===== src/rtl/lpc_pkg.sv =====
package lpc_pkg;

   typedef enum logic [2:0] {
      SM_OFF  = 3'd0,
      SM_RISE = 3'd1,
      SM_FALL = 3'd2,
      SM_HIGH = 3'd3,
      SM_LOW  = 3'd4
   } src_mode_e;

   // Codes 5..7 fold onto the inactive mode.
   function automatic src_mode_e decode_mode(input logic [2:0] code);
      src_mode_e m;
      case (code)
         3'd1:    m = SM_RISE;
         3'd2:    m = SM_FALL;
         3'd3:    m = SM_HIGH;
         3'd4:    m = SM_LOW;
         default: m = SM_OFF;
      endcase
      return m;
   endfunction

   function automatic logic mode_is_level(input src_mode_e m);
      return (m == SM_HIGH) || (m == SM_LOW);
   endfunction

   function automatic logic mode_is_edge(input src_mode_e m);
      return (m == SM_RISE) || (m == SM_FALL);
   endfunction

endpackage


===== src/rtl/lpc_sync.sv =====
module lpc_sync #(
   parameter int W      = 8,
   parameter int STAGES = 2
) (
   input  logic         clk,
   input  logic         rst_n,
   input  logic [W-1:0] din,
   output logic [W-1:0] dout
);

   if (STAGES < 2) begin : g_bad_stages
      $error("lpc_sync: STAGES must be at least 2");
   end
   if (W < 1) begin : g_bad_width
      $error("lpc_sync: W must be at least 1");
   end

   logic [W-1:0] stg [STAGES];

   always_ff @(posedge clk or negedge rst_n) begin
      if (!rst_n) begin
         for (int i = 0; i < STAGES; i++) stg[i] <= '0;
      end else begin
         stg[0] <= din;
         for (int i = 1; i < STAGES; i++) stg[i] <= stg[i-1];
      end
   end

   assign dout = stg[STAGES-1];

endmodule


===== src/rtl/lpc_src_cell.sv =====
module lpc_src_cell
   import lpc_pkg::*;
(
   input  logic       clk,
   input  logic       rst_n,
   input  logic       sync_in,
   input  logic       cfg_hit,
   input  logic [2:0] cfg_mode,
   input  logic       cfg_en,
   input  logic       claim_hit,
   output logic       pend,
   output logic       en,
   output logic       is_lvl,
   output logic       is_edg,
   output logic       is_off,
   output logic       rect
);

   src_mode_e mode_q;
   logic      en_q;
   logic      prev_q;
   logic      pend_q;
   logic      rise_ev;
   logic      fall_ev;
   logic      edge_ev;

   // Rectified level; only meaningful in level modes.
   always_comb begin
      case (mode_q)
         SM_HIGH: rect = sync_in;
         SM_LOW:  rect = ~sync_in;
         default: rect = 1'b0;
      endcase
   end

   assign rise_ev = sync_in & ~prev_q;
   assign fall_ev = ~sync_in & prev_q;
   assign edge_ev = (mode_q == SM_RISE) ? rise_ev :
                    (mode_q == SM_FALL) ? fall_ev : 1'b0;

   always_ff @(posedge clk or negedge rst_n) begin
      if (!rst_n) begin
         mode_q <= SM_OFF;
         en_q   <= 1'b0;
      end else if (cfg_hit) begin
         mode_q <= decode_mode(cfg_mode);
         en_q   <= cfg_en;
      end
   end

   always_ff @(posedge clk or negedge rst_n) begin
      if (!rst_n) prev_q <= 1'b0;
      else        prev_q <= sync_in;
   end

   always_ff @(posedge clk or negedge rst_n) begin
      if (!rst_n) begin
         pend_q <= 1'b0;
      end else if (cfg_hit) begin
         pend_q <= 1'b0;
      end else begin
         case (mode_q)
            SM_HIGH, SM_LOW: begin
               if (claim_hit)            pend_q <= 1'b0;
               else if (rect != pend_q)  pend_q <= rect;
            end
            SM_RISE, SM_FALL: begin
               pend_q <= (pend_q & ~claim_hit) | edge_ev;
            end
            default: pend_q <= 1'b0;
         endcase
      end
   end

   assign pend   = pend_q;
   assign en     = en_q;
   assign is_lvl = mode_is_level(mode_q);
   assign is_edg = mode_is_edge(mode_q);
   assign is_off = (mode_q == SM_OFF);

endmodule


===== src/rtl/lpc_prio.sv =====
module lpc_prio #(
   parameter int N   = 8,
   parameter int IDW = $clog2(N + 1)
) (
   input  logic [N-1:0]   req,
   output logic           any,
   output logic [IDW-1:0] win_id
);

   if (IDW < $clog2(N + 1)) begin : g_bad_idw
      $error("lpc_prio: IDW too narrow for N sources");
   end

   // Scan from the top so the lowest index is written last and wins.
   always_comb begin
      win_id = '0;
      for (int i = N - 1; i >= 0; i--) begin
         if (req[i]) win_id = IDW'(i + 1);
      end
   end

   assign any = |req;

endmodule


===== src/rtl/lvl_pend_ctrl.sv =====
module lvl_pend_ctrl
   import lpc_pkg::*;
#(
   parameter  int NSRC        = 8,
   parameter  int SYNC_STAGES = 2,
   localparam int SELW        = $clog2(NSRC),
   localparam int IDW         = $clog2(NSRC + 1)
) (
   input  logic            clk,
   input  logic            rst_n,
   input  logic [NSRC-1:0] src_in,
   input  logic            cfg_we,
   input  logic [SELW-1:0] cfg_sel,
   input  logic [2:0]      cfg_mode,
   input  logic            cfg_en,
   input  logic            claim_req,
   output logic [IDW-1:0]  claim_id,
   output logic            irq
);

   if (NSRC < 2 || NSRC > 1023) begin : g_bad_nsrc
      $error("lvl_pend_ctrl: NSRC must lie in 2..1023");
   end
   if (SYNC_STAGES < 2) begin : g_bad_sync
      $error("lvl_pend_ctrl: SYNC_STAGES must be at least 2");
   end

   logic [NSRC-1:0] src_sync;
   logic [NSRC-1:0] pend_vec;
   logic [NSRC-1:0] en_vec;
   logic [NSRC-1:0] lvl_vec;
   logic [NSRC-1:0] edg_vec;
   logic [NSRC-1:0] off_vec;
   logic [NSRC-1:0] rect_vec;
   logic [NSRC-1:0] claim_hit;
   logic [NSRC-1:0] cfg_hit;
   logic [NSRC-1:0] live_vec;
   logic [IDW-1:0]  win_id;
   logic            any_live;
   logic [IDW-1:0]  claim_id_q;

   lpc_sync #(
      .W      (NSRC),
      .STAGES (SYNC_STAGES)
   ) u_sync (
      .clk   (clk),
      .rst_n (rst_n),
      .din   (src_in),
      .dout  (src_sync)
   );

   for (genvar g = 0; g < NSRC; g++) begin : g_src
      assign cfg_hit[g]   = cfg_we && (cfg_sel == SELW'(g));
      assign claim_hit[g] = claim_req && (win_id == IDW'(g + 1));

      lpc_src_cell u_cell (
         .clk       (clk),
         .rst_n     (rst_n),
         .sync_in   (src_sync[g]),
         .cfg_hit   (cfg_hit[g]),
         .cfg_mode  (cfg_mode),
         .cfg_en    (cfg_en),
         .claim_hit (claim_hit[g]),
         .pend      (pend_vec[g]),
         .en        (en_vec[g]),
         .is_lvl    (lvl_vec[g]),
         .is_edg    (edg_vec[g]),
         .is_off    (off_vec[g]),
         .rect      (rect_vec[g])
      );
   end

   assign live_vec = pend_vec & en_vec;

   lpc_prio #(
      .N   (NSRC),
      .IDW (IDW)
   ) u_prio (
      .req    (live_vec),
      .any    (any_live),
      .win_id (win_id)
   );

   always_ff @(posedge clk or negedge rst_n) begin
      if (!rst_n)         claim_id_q <= '0;
      else if (claim_req) claim_id_q <= win_id;
   end

   assign claim_id = claim_id_q;
   assign irq      = any_live;

endmodule



===== config.mk =====
export PLATFORM = sky130hd
export DESIGN_NAME = lvl_pend_ctrl
export DESIGN_NICKNAME = d
export VERILOG_FILES = /design/src/rtl/lpc_pkg.sv /design/src/rtl/lpc_sync.sv /design/src/rtl/lpc_src_cell.sv /design/src/rtl/lpc_prio.sv /design/src/rtl/lvl_pend_ctrl.sv
export SDC_FILE = /design/constraint.sdc
export NUM_CORES = 1
export LEC_CHECK = 0
export BUFFER_PORTS_ARGS = -buffer_cell sky130_fd_sc_hd__buf_2
export CORE_MARGIN = 2
export CORE_UTILIZATION = 53
export CTS_CLUSTER_DIAMETER = 120
export CTS_CLUSTER_SIZE = 8
export DETAILED_ROUTE_END_ITERATION = 10
export PLACE_DENSITY = 0.75
export RECOVER_POWER = 100
export SLEW_MARGIN = 10
export SYNTH_ARGS = -nofsm -noshare
export SYNTH_HDL_FRONTEND = slang
export SYNTH_SLANG_ARGS = --single-unit

===== constraint.sdc =====
create_clock -name clk -period 1.3 [get_ports clk]
set_input_delay 0 -clock clk [delete_from_list [all_inputs] [get_ports clk]]
set_output_delay 0 -clock clk [all_outputs]
set_load 0.1 [all_outputs]

== Word-level counts from Yosys, hierarchy flattened ==
Cells that the tools add are included.
Word-level totals
  register bits after elaboration: 68
  input port bits: 19
  output and inout port bits: 5
  logic and storage cells: 258
Operators by class
  equality and inequality tests: 67
  multiplexer cells: 65
  bitwise logic cells: 57
  reduce and logical (&&, ||, !) cells: 34
Operators by type and width (number)
  equality test 3 x 2 -> 1 bit, second input constant: 20
  2-to-1 mux 1 bit: 40
  equality test 3 bit, second input constant: 13
  2-to-1 mux 4 bit: 8
  != test 4 x 1 -> 1 bit, second input constant: 8
  case mux 1 bit (2 select lines): 16
  OR reduction 2 bit: 16
  equality test 3 x 1 -> 1 bit, second input constant: 10
  bitwise AND 1 bit: 24
  inverter 1 bit: 24
  equality test 4 x 3 -> 1 bit, second input constant: 4
  logical AND 1 bit: 16
  case mux 3 bit (4 select lines): 1
  bitwise AND 8 bit: 1
  equality test 4 x 2 -> 1 bit, second input constant: 2
  != test 1 bit: 8
  OR 1 bit: 8
  OR reduction 8 bit: 1
  equality test 4 x 1 -> 1 bit, second input constant: 1
  equality test 4 bit, second input constant: 1
  zero test 3 bit: 1

== Logic depth before layout (Yosys ltp) ==
Gate-level depths: netlist of the first run.
  depth in word-level cells: 16
  depth in mapped cells: 6
  depth with buffers taken out: 5

== Cells and area by module ==
A second synthesis of the first run with hierarchy kept.
Unflattened totals
  cell total of the unflattened synthesis: 354
  area, all modules: 3676.0 µm²
Modules (own cells, without submodules)
  lpc_src_cell: instances 8, cells an instance 34, area an instance 349.1 µm²
  lpc_sync: instances 1, cells an instance 24, area an instance 460.4 µm²
  lvl_pend_ctrl: instances 1, cells an instance 44, area an instance 334.1 µm²
  lpc_prio: instances 1, cells an instance 14, area an instance 88.8 µm²

== Least setup slack after synthesis of the first run ==
OpenSTA, ideal clock, no wires.
  path kind: reg-to-output
  start point: reg g_src[6].u_cell.pend_q
  end point: out irq
  arrival: 1.674 ns
  path slack: -0.374 ns
  stages on the path, launching flop included: 4
  path buffers: 0
  cells stage by stage: dfrtp_1 > a22o_1 > nor2_1 > nand4_1
Between the ends
  cells in the longest elaborated chain, start to end: 2
Ends and longest elaborated chain
  start, declared: line lpc_src_cell.sv:22  | logic pend_q;
  start signal, assigned: line lpc_src_cell.sv:65  | else if (rect != pend_q) pend_q <= rect;
  start signal, assigned: line lpc_src_cell.sv:68  | pend_q <= (pend_q & ~claim_hit) | edge_ev;
  bitwise AND 8 bit: line lvl_pend_ctrl.sv:73  | assign live_vec = pend_vec & en_vec;
  OR reduction 8 bit: line lpc_prio.sv:22  | assign any = |req;
  end, declared: line lvl_pend_ctrl.sv:18  | output logic irq
Every way passes these cells.

== Worst setup path after layout of the first run ==
  start point: reg g_src[4].u_cell.en_q
  end point: out irq
Between the ends
  cells in the longest elaborated chain, start to end: 2
Ends and longest elaborated chain
  start, declared: line lpc_src_cell.sv:20  | logic en_q;
  start signal, assigned: line lpc_src_cell.sv:47  | en_q <= cfg_en;
  bitwise AND 8 bit: line lvl_pend_ctrl.sv:73
  OR reduction 8 bit: line lpc_prio.sv:22
Every way passes these cells.

==> metrics, run 1 <==
DR DRC count 0; row cnt 27; initial antenna violation count 0; clock root buffer master clkbuf_8; Worst path max stage delay between 0.4 and 0.5 ns; Post-synth top flop dfrtp_1; Slowest-stage cell, CP dfrtp_1; Synthesized Nets about 310; setup TNS -2.444 ns; CTS Buf Count 9; EDFF count, synth 0; Tcrit/Tclk final 123.2%; area grow syn2layout 29.44%; Hold Vio Cnt, Final 0; largest net degree at the start of global routing 31; vias in the first global route 2481; synthesized area 0.003082 mm2; WL final 7452 um; Hold Path Class input port to flip-flop; share of layout cells above drive strength 1 ~27%; most frequent cells in the layout dfrtp_1 (68), nand2_1 (40), o21ai_0 (31); hpwl dp around 4600 um; WL met2 about 3600 um; most common cell after layout, fill and taps aside dfrtp_1; Multi-input gate area ~0.0014 mm2; Max Cap Violations 0; Worst Slack Setup Final -0.3016 ns; Fill cells 413; die extent in x ~80 um; register area around 0.0017 mm2; Sink Count 68; die area 0.006441 mm2; Hold Slack roughly 0.015 ns; Final Core Density between 70% and 80%; post-synthesis sequential area ratio a little under three fifths; flops & latches, synth 68; crit-path cells a22o_1, nor2_2, nand4_1, buf_6; # diodes 0; Yosys warnings 0; CTS tree yes; Pre-antenna DRT Iters 4; CTS Buffer Depth 2; Fmax achieved 624.4 MHz; DR vias/cell about 5.8; Reg2Reg Setup Slack -0.27 ns; Setup-failing EPs final 13; status finished, violations left; Worst Path Required roughly 1.3 ns; via count 2619; asr flop ratio synth between 90% and 100%; Slew Limit Headroom 63.53%; Congestion Overflow GR 0; Worst Setup Start Kind flip-flop; first-pass GRT wire length between 10000 and 15000 um; drt initial violations 164; Slew @ Worst Pin ~0.55 ns; cell area after layout 0.003989 mm2; placed inst area 0.003522 mm2; CTS H-tree depth 3; critical path endpoint category primary output; cells after synthesis 294; PortBufs 23; syn avg cell area 10.48 um2; Top Ports 24; Slew Limit Fails 0; gp weighted congestion a little over 0.8; top layer in use met4; LEAKAGE 1.765 nW; Final ANT Viol Nets 0; Die Span Y between 80 and 90 um; skew final 0.004097 ns; post-synthesis cell type count slightly below 50; CP Max Fanout 3; RSZ-0062 raised after global routing yes; Placeable Area 0.005574 mm2; clock-pin slew of the registers on the worst-case setup and hold paths 0.07 ns; Pwr Density 1755 mW/mm2; CP Buf/Inv Count 1; Crit Path Category flip-flop to primary output; Starting Density a little under three fifths; failing checks negative setup slack; family with the most delay on the worst path flip-flops; CP arrival 1.60 ns; maximum VDD drop 2.023 mV; post-route minimum period approximately 1.6 ns; clk_lat worst skew 0.34 ns; fin nets 391; met3 wire len 384 um; WL met1 3137 um; drt wl/cell between 15 and 20 um; Total GRT Usage 24.73%
cells by family (layout without fill, tap and decap cells):
logic type,Yosys count,in the layout,synth area share (%)
muxes,12,12,4.304
xor gates and xnor gates,2,2,0.5685
and+or+nand+nor,117,117,20.67
DFF,68,68,55.22
AOI/OAI and AO/OA,86,86,17.66
buffers and inverters,9,92,1.584
per-layer routing:
metal  up-vias  GRT usage (%)
met5         -              0
met4         0          11.86
met3        26          5.281
met2        78          38.75
met1      1270          32.81
li1       1245              -
final cells by class:
| type | instances | area share [%] |
|---|---|---|
| Multi-Input combinational cell | 217 | 35.88 |
| Tap cell | 72 | 2.258 |
| Clock buffer | 10 | 3.450 |
| Clock inverter | 6 | 2.792 |
| Sequential cell | 68 | 42.66 |
| Inverter | 7 | 0.6587 |
| Timing Repair Buffer | 69 | 12.30 |
worst paths after layout:
| kind | to | cells after the start | startpoint |
|---|---|---|---|
| max reg2reg | g_src[5].u_cell.pend | 5 | g_src[4].u_cell.en |
| max in group asynchronous | g_src[0].u_cell.mode_q[1] | 3 | rst_n |
| min reg2reg | u_sync.dout[1] | 0 | u_sync.stg[9] |
| min in group asynchronous | g_src[2].u_cell.mode_q[0] | 2 | rst_n |
| max | irq | 4 | g_src[4].u_cell.en |
| min | claim_id[2] | 3 | claim_req |
cells in the mapped netlist, drive strengths merged (3+ instances only):
master  instances  area [um2]
and3            3       28.78
nor2b           9       56.30
nor2           16       60.06
a31oi          12       75.07
a22oi           3       27.52
nand3b          6       45.04
dfrtp          68        1702
nand2b          4       25.02
nand2          45       181.4
o211ai          3       22.52
inv             7       26.28
o21ai          37       185.2
a21oi          13       65.06
nand3           7       35.03
nor3            6       30.03
nor4b           4       35.03
nand4           3       18.77
nor4bb          5       50.05
mux2           10       112.6
power breakdown:
group	switching, W	internal (W)
Combinational	0.00129	0.000864
Sequential	0.000294	0.00241
Clock	0.000817	0.00133
Total	0.00240	0.00460
flip-flops by register name, indices dropped and copies added, names as in the netlist:
register	flops
g_src.u_cell.en	8
g_src.u_cell.pend	8
claim_id	4
u_sync.dout	8
u_sync.stg	8
g_src.u_cell.mode_q	24
g_src.u_cell.prev_q	8
stage by stage:
step,total power (W),setup slack (ns),std cells
floorplan,0.003876,-0.3556,294
finish,0.007000,-0.3016,449
global route,0.007300,-0.3713,449
CTS,0.006839,-0.2146,448
detailed placement,0.004514,-0.1726,416
global placement,0.004452,-0.1317,416
tightest hold or removal path, cell delays in order:
cell,delay [ns]
buf_2,0.17
nand4_1,0.10
o21ai_1,0.06
timing repair:
item | in CTS | in global routing
buffers inserted | 6 | 1
hold buffers | 10 | 0
endpoints found under the setup margin | 10 | 13
pin swaps | 11 | 7
hold endpoints to repair | 78 | 0
resized for setup | 10 | 11
(Power assumes the default switching activity.)
==> run 2, diff against run 1 <==
CORE_ASPECT_RATIO = 0.75   (was not set)
CORE_MARGIN = not set   (was 2)
CORE_UTILIZATION = 23   (was 53)
PLACE_DENSITY = not set   (was 0.75)
==> metrics, run 2 (synthesis results as in run 1) <==
Finished Layout Cells 550; Switching Fraction between 30% and 40%; WP depth 4; P_sw between 0.002 and 0.0025 W; die area ~0.014 mm2; Pre-antenna DRT Iters 4; Most flops, register g_src.u_cell.mode_q; RSZ-0062 raised after global routing yes; CTS H-tree depth 3; hpwl dp 4918 um; die extent in x 135.7 um; most common cell after layout, fill and taps aside dfrtp_1; drt initial violations 130; Die Span Y 102.2 um; CTS Buf Count 9; sequential power share a little over a third; Slew Limit Fails 0; share of layout cells above drive strength 1 between 20% and 30%; CTS Buffer Depth 2; Fmax achieved about 660 MHz; setup TNS -1.575 ns; CP Launch Point g_src[1].u_cell.en; status finished, violations left; placed cell count 516; DR vias/cell 4.584; clock-pin slew of the registers on the worst-case setup and hold paths 0.05 ns; fin nets 394; Power Internal between 0.005 and 0.006 W; Total GRT Usage between 10% and 20%; proportion of power drawn by combinational gates 28.9%; Multi-input gate area 0.001434 mm2; area grow syn2layout 36.38%; total power 0.007443 W; FF-to-FF Start g_src[5].u_cell.en; skew final 0.007215 ns; clock root buffer master clkbuf_16; failing checks negative setup slack; Setup-failing EPs final 12; Worst Path Required 1.30 ns; Placeable Area 0.01302 mm2; Hold Vio Cnt, Final 0; Sink Count slightly below 70; crit-path cells a22oi_2, buf_4, nand4_1, buf_6; CP Buf/Inv Count 2; post-route minimum period approximately 1.5 ns; Tcrit/Tclk final 117.1%; Clock Power Share a little over a third; most frequent cells in the layout dfrtp_1 (68), nand2_1 (39), o21ai_0 (29); drt wl/cell 13.17 um; Top Ports 24; CTS tree yes; first-pass GRT wire length between 10000 and 15000 um; Congestion Overflow GR 0; Final ANT Viol Nets 0; WL final 7242 um; initial antenna violation count 0; clk_lat worst skew between 0.3 and 0.4 ns; PortBufs 23; Max Cap Violations 0; Register-to-Register Path Depth 5; CP Max Fanout 3; Starting Density 23.67%; family with the most delay on the worst path flip-flops; Slew @ Worst Pin between 0.9 and 1 ns; gp weighted congestion about 0.75; Slew Limit Headroom 37.92%; LEAKAGE 1.800 nW; Slowest-stage cell, CP dfrtp_1; Hold Slack 0.01654 ns; Reg2Reg Setup Slack -0.21 ns; largest net degree at the start of global routing 69; vias in the first global route about 2400; Final Core Density 32.29%; Critical R2R Capture g_src[4].u_cell.pend; Hold Path Class input port to flip-flop; Crit Path Category flip-flop to primary output; row cnt 36; DR DRC count 0; Largest register FFs 24; Critical Path Sink irq; critical path endpoint category primary output; Worst Slack Setup Final -0.2225 ns; maximum VDD drop ~0.76 mV; Worst Setup Start Kind flip-flop; Pwr Density between 1500 and 2000 mW/mm2; Fill cells 1316; register area 0.001702 mm2; CP arrival between 1.5 and 2 ns; # diodes 0; Worst path max stage delay 0.40 ns; via count approximately 2500
## run 2: cell types whose count changed in the layout (fill, tap and decap cells not counted), sizes merged
cell,change
buf,-2
bufinv,-1
clkbuf,+7
clkinvlp,-1
dlygate4sd3,-1
## run 2: worst min-delay path by stage
stage,start,end,slack [ns],cells after the start
floorplan,rst_n,claim_id[0],-0.30,0
global placement,rst_n,u_sync.stg[14],0.05,2
detailed placement,rst_n,u_sync.stg[15],0.05,2
CTS,claim_req,claim_id[0],0.005,2
global route,claim_req,claim_id[0],0.03,2
finish,claim_req,claim_id[0],0.02,2
## run 2: through the flow
step	setup slack, ns	area [um2]
4_1_cts	-0.2215	4200
6_report	-0.2225	4203
3_3_place_gp	-0.1264	3641
3_5_place_dp	-0.1790	3641
5_1_grt	-0.3118	4203
2_1_floorplan	-0.3556	3097
## run 2: layout make-up
class | instances | area share [%]
sequential | 68 | 40.49
multi-input combinational | 217 | 34.12
timing repair buffer | 72 | 12.15
clock buffer | 11 | 5.776
tap | 171 | 5.091
clock inverter | 4 | 1.756
inverter | 7 | 0.6252
## run 2: power by group through the flow
stage          registers [W]  clock network (W)  logic (W)
6_report             0.00269            0.00260    0.00215
5_1_grt              0.00274            0.00278    0.00232
4_1_cts              0.00268            0.00267    0.00212
3_5_place_dp         0.00273                  0    0.00180
3_3_place_gp         0.00271                  0    0.00177
2_1_floorplan        0.00299                  0   0.000888
## run 2: layer usage
layer  vias up  GRT usage [%]  part of all wire, %
li1       1243              -                    -
met1      1231          15.24                   50
met2        36          16.84                   45
met3        11          4.067                  3.6
met4         0          3.717                  1.2
met5         -              0                    0
## run 2: what timing repair did
| item | 4_1_cts | 5_1_grt |
|---|---|---|
| gates resized for setup | 22 | 8 |
| buffers inserted | 8 | 2 |
| endpoints found under the setup margin | 11 | 12 |
| pin swaps | 15 | 4 |
| endpoints found under the hold margin | 76 | 0 |
| hold buffers | 9 | 0 |
==> run 3, diff against run 2 <==
--- a/config.mk
+++ b/config.mk
@@ -13,2 +13,3 @@
 export DETAILED_ROUTE_END_ITERATION = 10
+export MAX_ROUTING_LAYER = met4
 export RECOVER_POWER = 100
==> constraint.sdc (replaced) <==
create_clock -name clk -period 1.3 [get_ports clk]
set_input_delay 0.26 -clock clk [delete_from_list [all_inputs] [get_ports clk]]
set_output_delay 0.26 -clock clk [all_outputs]
set_load 0.1 [all_outputs]
==> metrics, run 3 (synthesis results as in run 1) <==
Worst Setup Start Kind flip-flop; DR vias/cell 4.642; Die Span Y 102.2 um; Total GRT Usage 13.12%; gp weighted congestion 0.8089; status finished, violations left; most frequent cells in the layout dfrtp_1 (68), nand2_1 (38), buf_4 (32); CP Launch Point g_src[5].u_cell.pend; Fmax achieved 565.8 MHz; Hold Vio Cnt, Final 0; CTS H-tree depth 3; Most flops, register g_src.u_cell.mode_q; RSZ-0062 raised after global routing yes; Fill cells 1290; Starting Density about a quarter; area grow syn2layout 42.10%; Largest register FFs 24; Slew Limit Fails 0; post-route minimum period 1.767 ns; Max Cap Violations 0; DR DRC count 0; vias in the first global route 2523; CTS tree yes; most common cell after layout, fill and taps aside dfrtp_1; Pre-antenna DRT Iters 4; Final Core Density 33.64%; CP Max Fanout 3; die area 0.01387 mm2; Slew @ Worst Pin 0.8444 ns; hpwl dp 5512 um; clock-pin slew of the registers on the worst-case setup and hold paths about 0.05 ns; largest net degree at the start of global routing 27; row cnt 36; first-pass GRT wire length 13230 um; Worst Path Required approximately 1.0 ns; skew final 0.005167 ns; drt wl/cell 14.31 um; Slew Limit Headroom a little over two fifths; PortBufs 23; register area 0.001702 mm2; Top Ports 24; Worst Slack Setup Final -0.4675 ns; met1 Use GR around 17%; via count 2618; clock root buffer master clkbuf_16; met2 usage 19.54%; # diodes 0; die extent in x between 100 and 150 um; GR peak layer met2; Placeable Area 0.01302 mm2; initial antenna violation count 0; fin nets 407; Finished Layout Cells 564; FF-to-FF Start g_src[5].u_cell.pend; critical path endpoint category primary output; met3 Track Usage GR 4.117%; total power 0.007810 W; CTS Buffer Depth 2; failing checks negative setup slack; clk_lat worst skew between 0.3 and 0.4 ns; LEAKAGE 1.878 nW; Sink Count 68; Register-to-Register Path Depth 7; setup TNS -3.346 ns; share of layout cells above drive strength 1 30.03%; drt initial violations between 150 and 200; Final ANT Viol Nets 0; Crit Path Category flip-flop to primary output; Worst Hold Depth 1; CP arrival 1.51 ns; Hold Path Class input port to flip-flop; maximum VDD drop 0.9202 mV; Multi-input gate area 0.001505 mm2; CTS Buf Count 9; WL final roughly 8000 um; Pwr Density 1783 mW/mm2; Tcrit/Tclk final 136.0%; Worst Hold Launch src_in[2]; Setup-failing EPs final 13; Congestion Overflow GR 0; placed cell count 532
-- run 3: routing by layer --
metal | vias up | part of all wire, %
li1 | 1271 | -
met1 | 1289 | 48
met2 | 45 | 47
met3 | 13 | 4.4
met4 | 0 | 1.3
met5 | - | 0
-- run 3: report_power, final --
part / switching (W) / leakage [nW] / internal [W] / total, W
Clock: 0.000866 / 0.144 / 0.00159 / 0.00246
Combinational: 0.00145 / 0.881 / 0.00121 / 0.00266
Sequential: 0.000281 / 0.852 / 0.00241 / 0.00269
Total: 0.00260 / 1.88 / 0.00521 / 0.00781
-- run 3: timing repair --
action / 4_1_cts / 5_1_grt
hold endpoints to repair: 11 / 0
resized for setup: 28 / 22
cloned: 0 / 0
hold buffers: 1 / 0
setup endpoints to repair: 13 / 13
setup buffers: 8 / 10
pin swaps: 21 / 16
-- run 3: worst paths after layout --
kind	end	slack, ns
setup reg to reg	g_src[0].u_cell.pend	-0.31
hold reg to reg	u_sync.dout[0]	0.35
hold / removal	u_sync.stg[10]	0.03
setup / recovery	irq	-0.47
max in group asynchronous	u_sync.dout[0]	0.13
min in group asynchronous	g_src[6].u_cell.mode_q[1]	0.54
-- run 3: metrics by stage --
| step | instance area, um2 | hold slack, ns | setup slack [ns] |
|---|---|---|---|
| floorplan | 3097 | -0.03559 | -0.6156 |
| global placement | 3834 | 0.1842 | -0.1844 |
| detailed placement | 3834 | 0.1877 | -0.2035 |
| CTS | 4334 | 0.01721 | -0.4434 |
| global route | 4379 | 0.01737 | -0.5229 |
| finish | 4379 | 0.02765 | -0.4675 |
-- run 3: area by class of cell --
class	instances	share of cell area (%)
well taps	171	4.886
inverters	7	0.6000
multi-input cells	217	34.37
flip-flops and latches	68	38.86
clock buffers	15	6.114
clock inverters	1	0.6857
repair buffers	85	14.49
-- run 3: worst max-delay path, cell delays in order (launching register included) --
cell     delay (ns)
dfrtp_1        0.41
a22o_1         0.26
nor2_2         0.13
nand4_1        0.15
buf_8          0.22
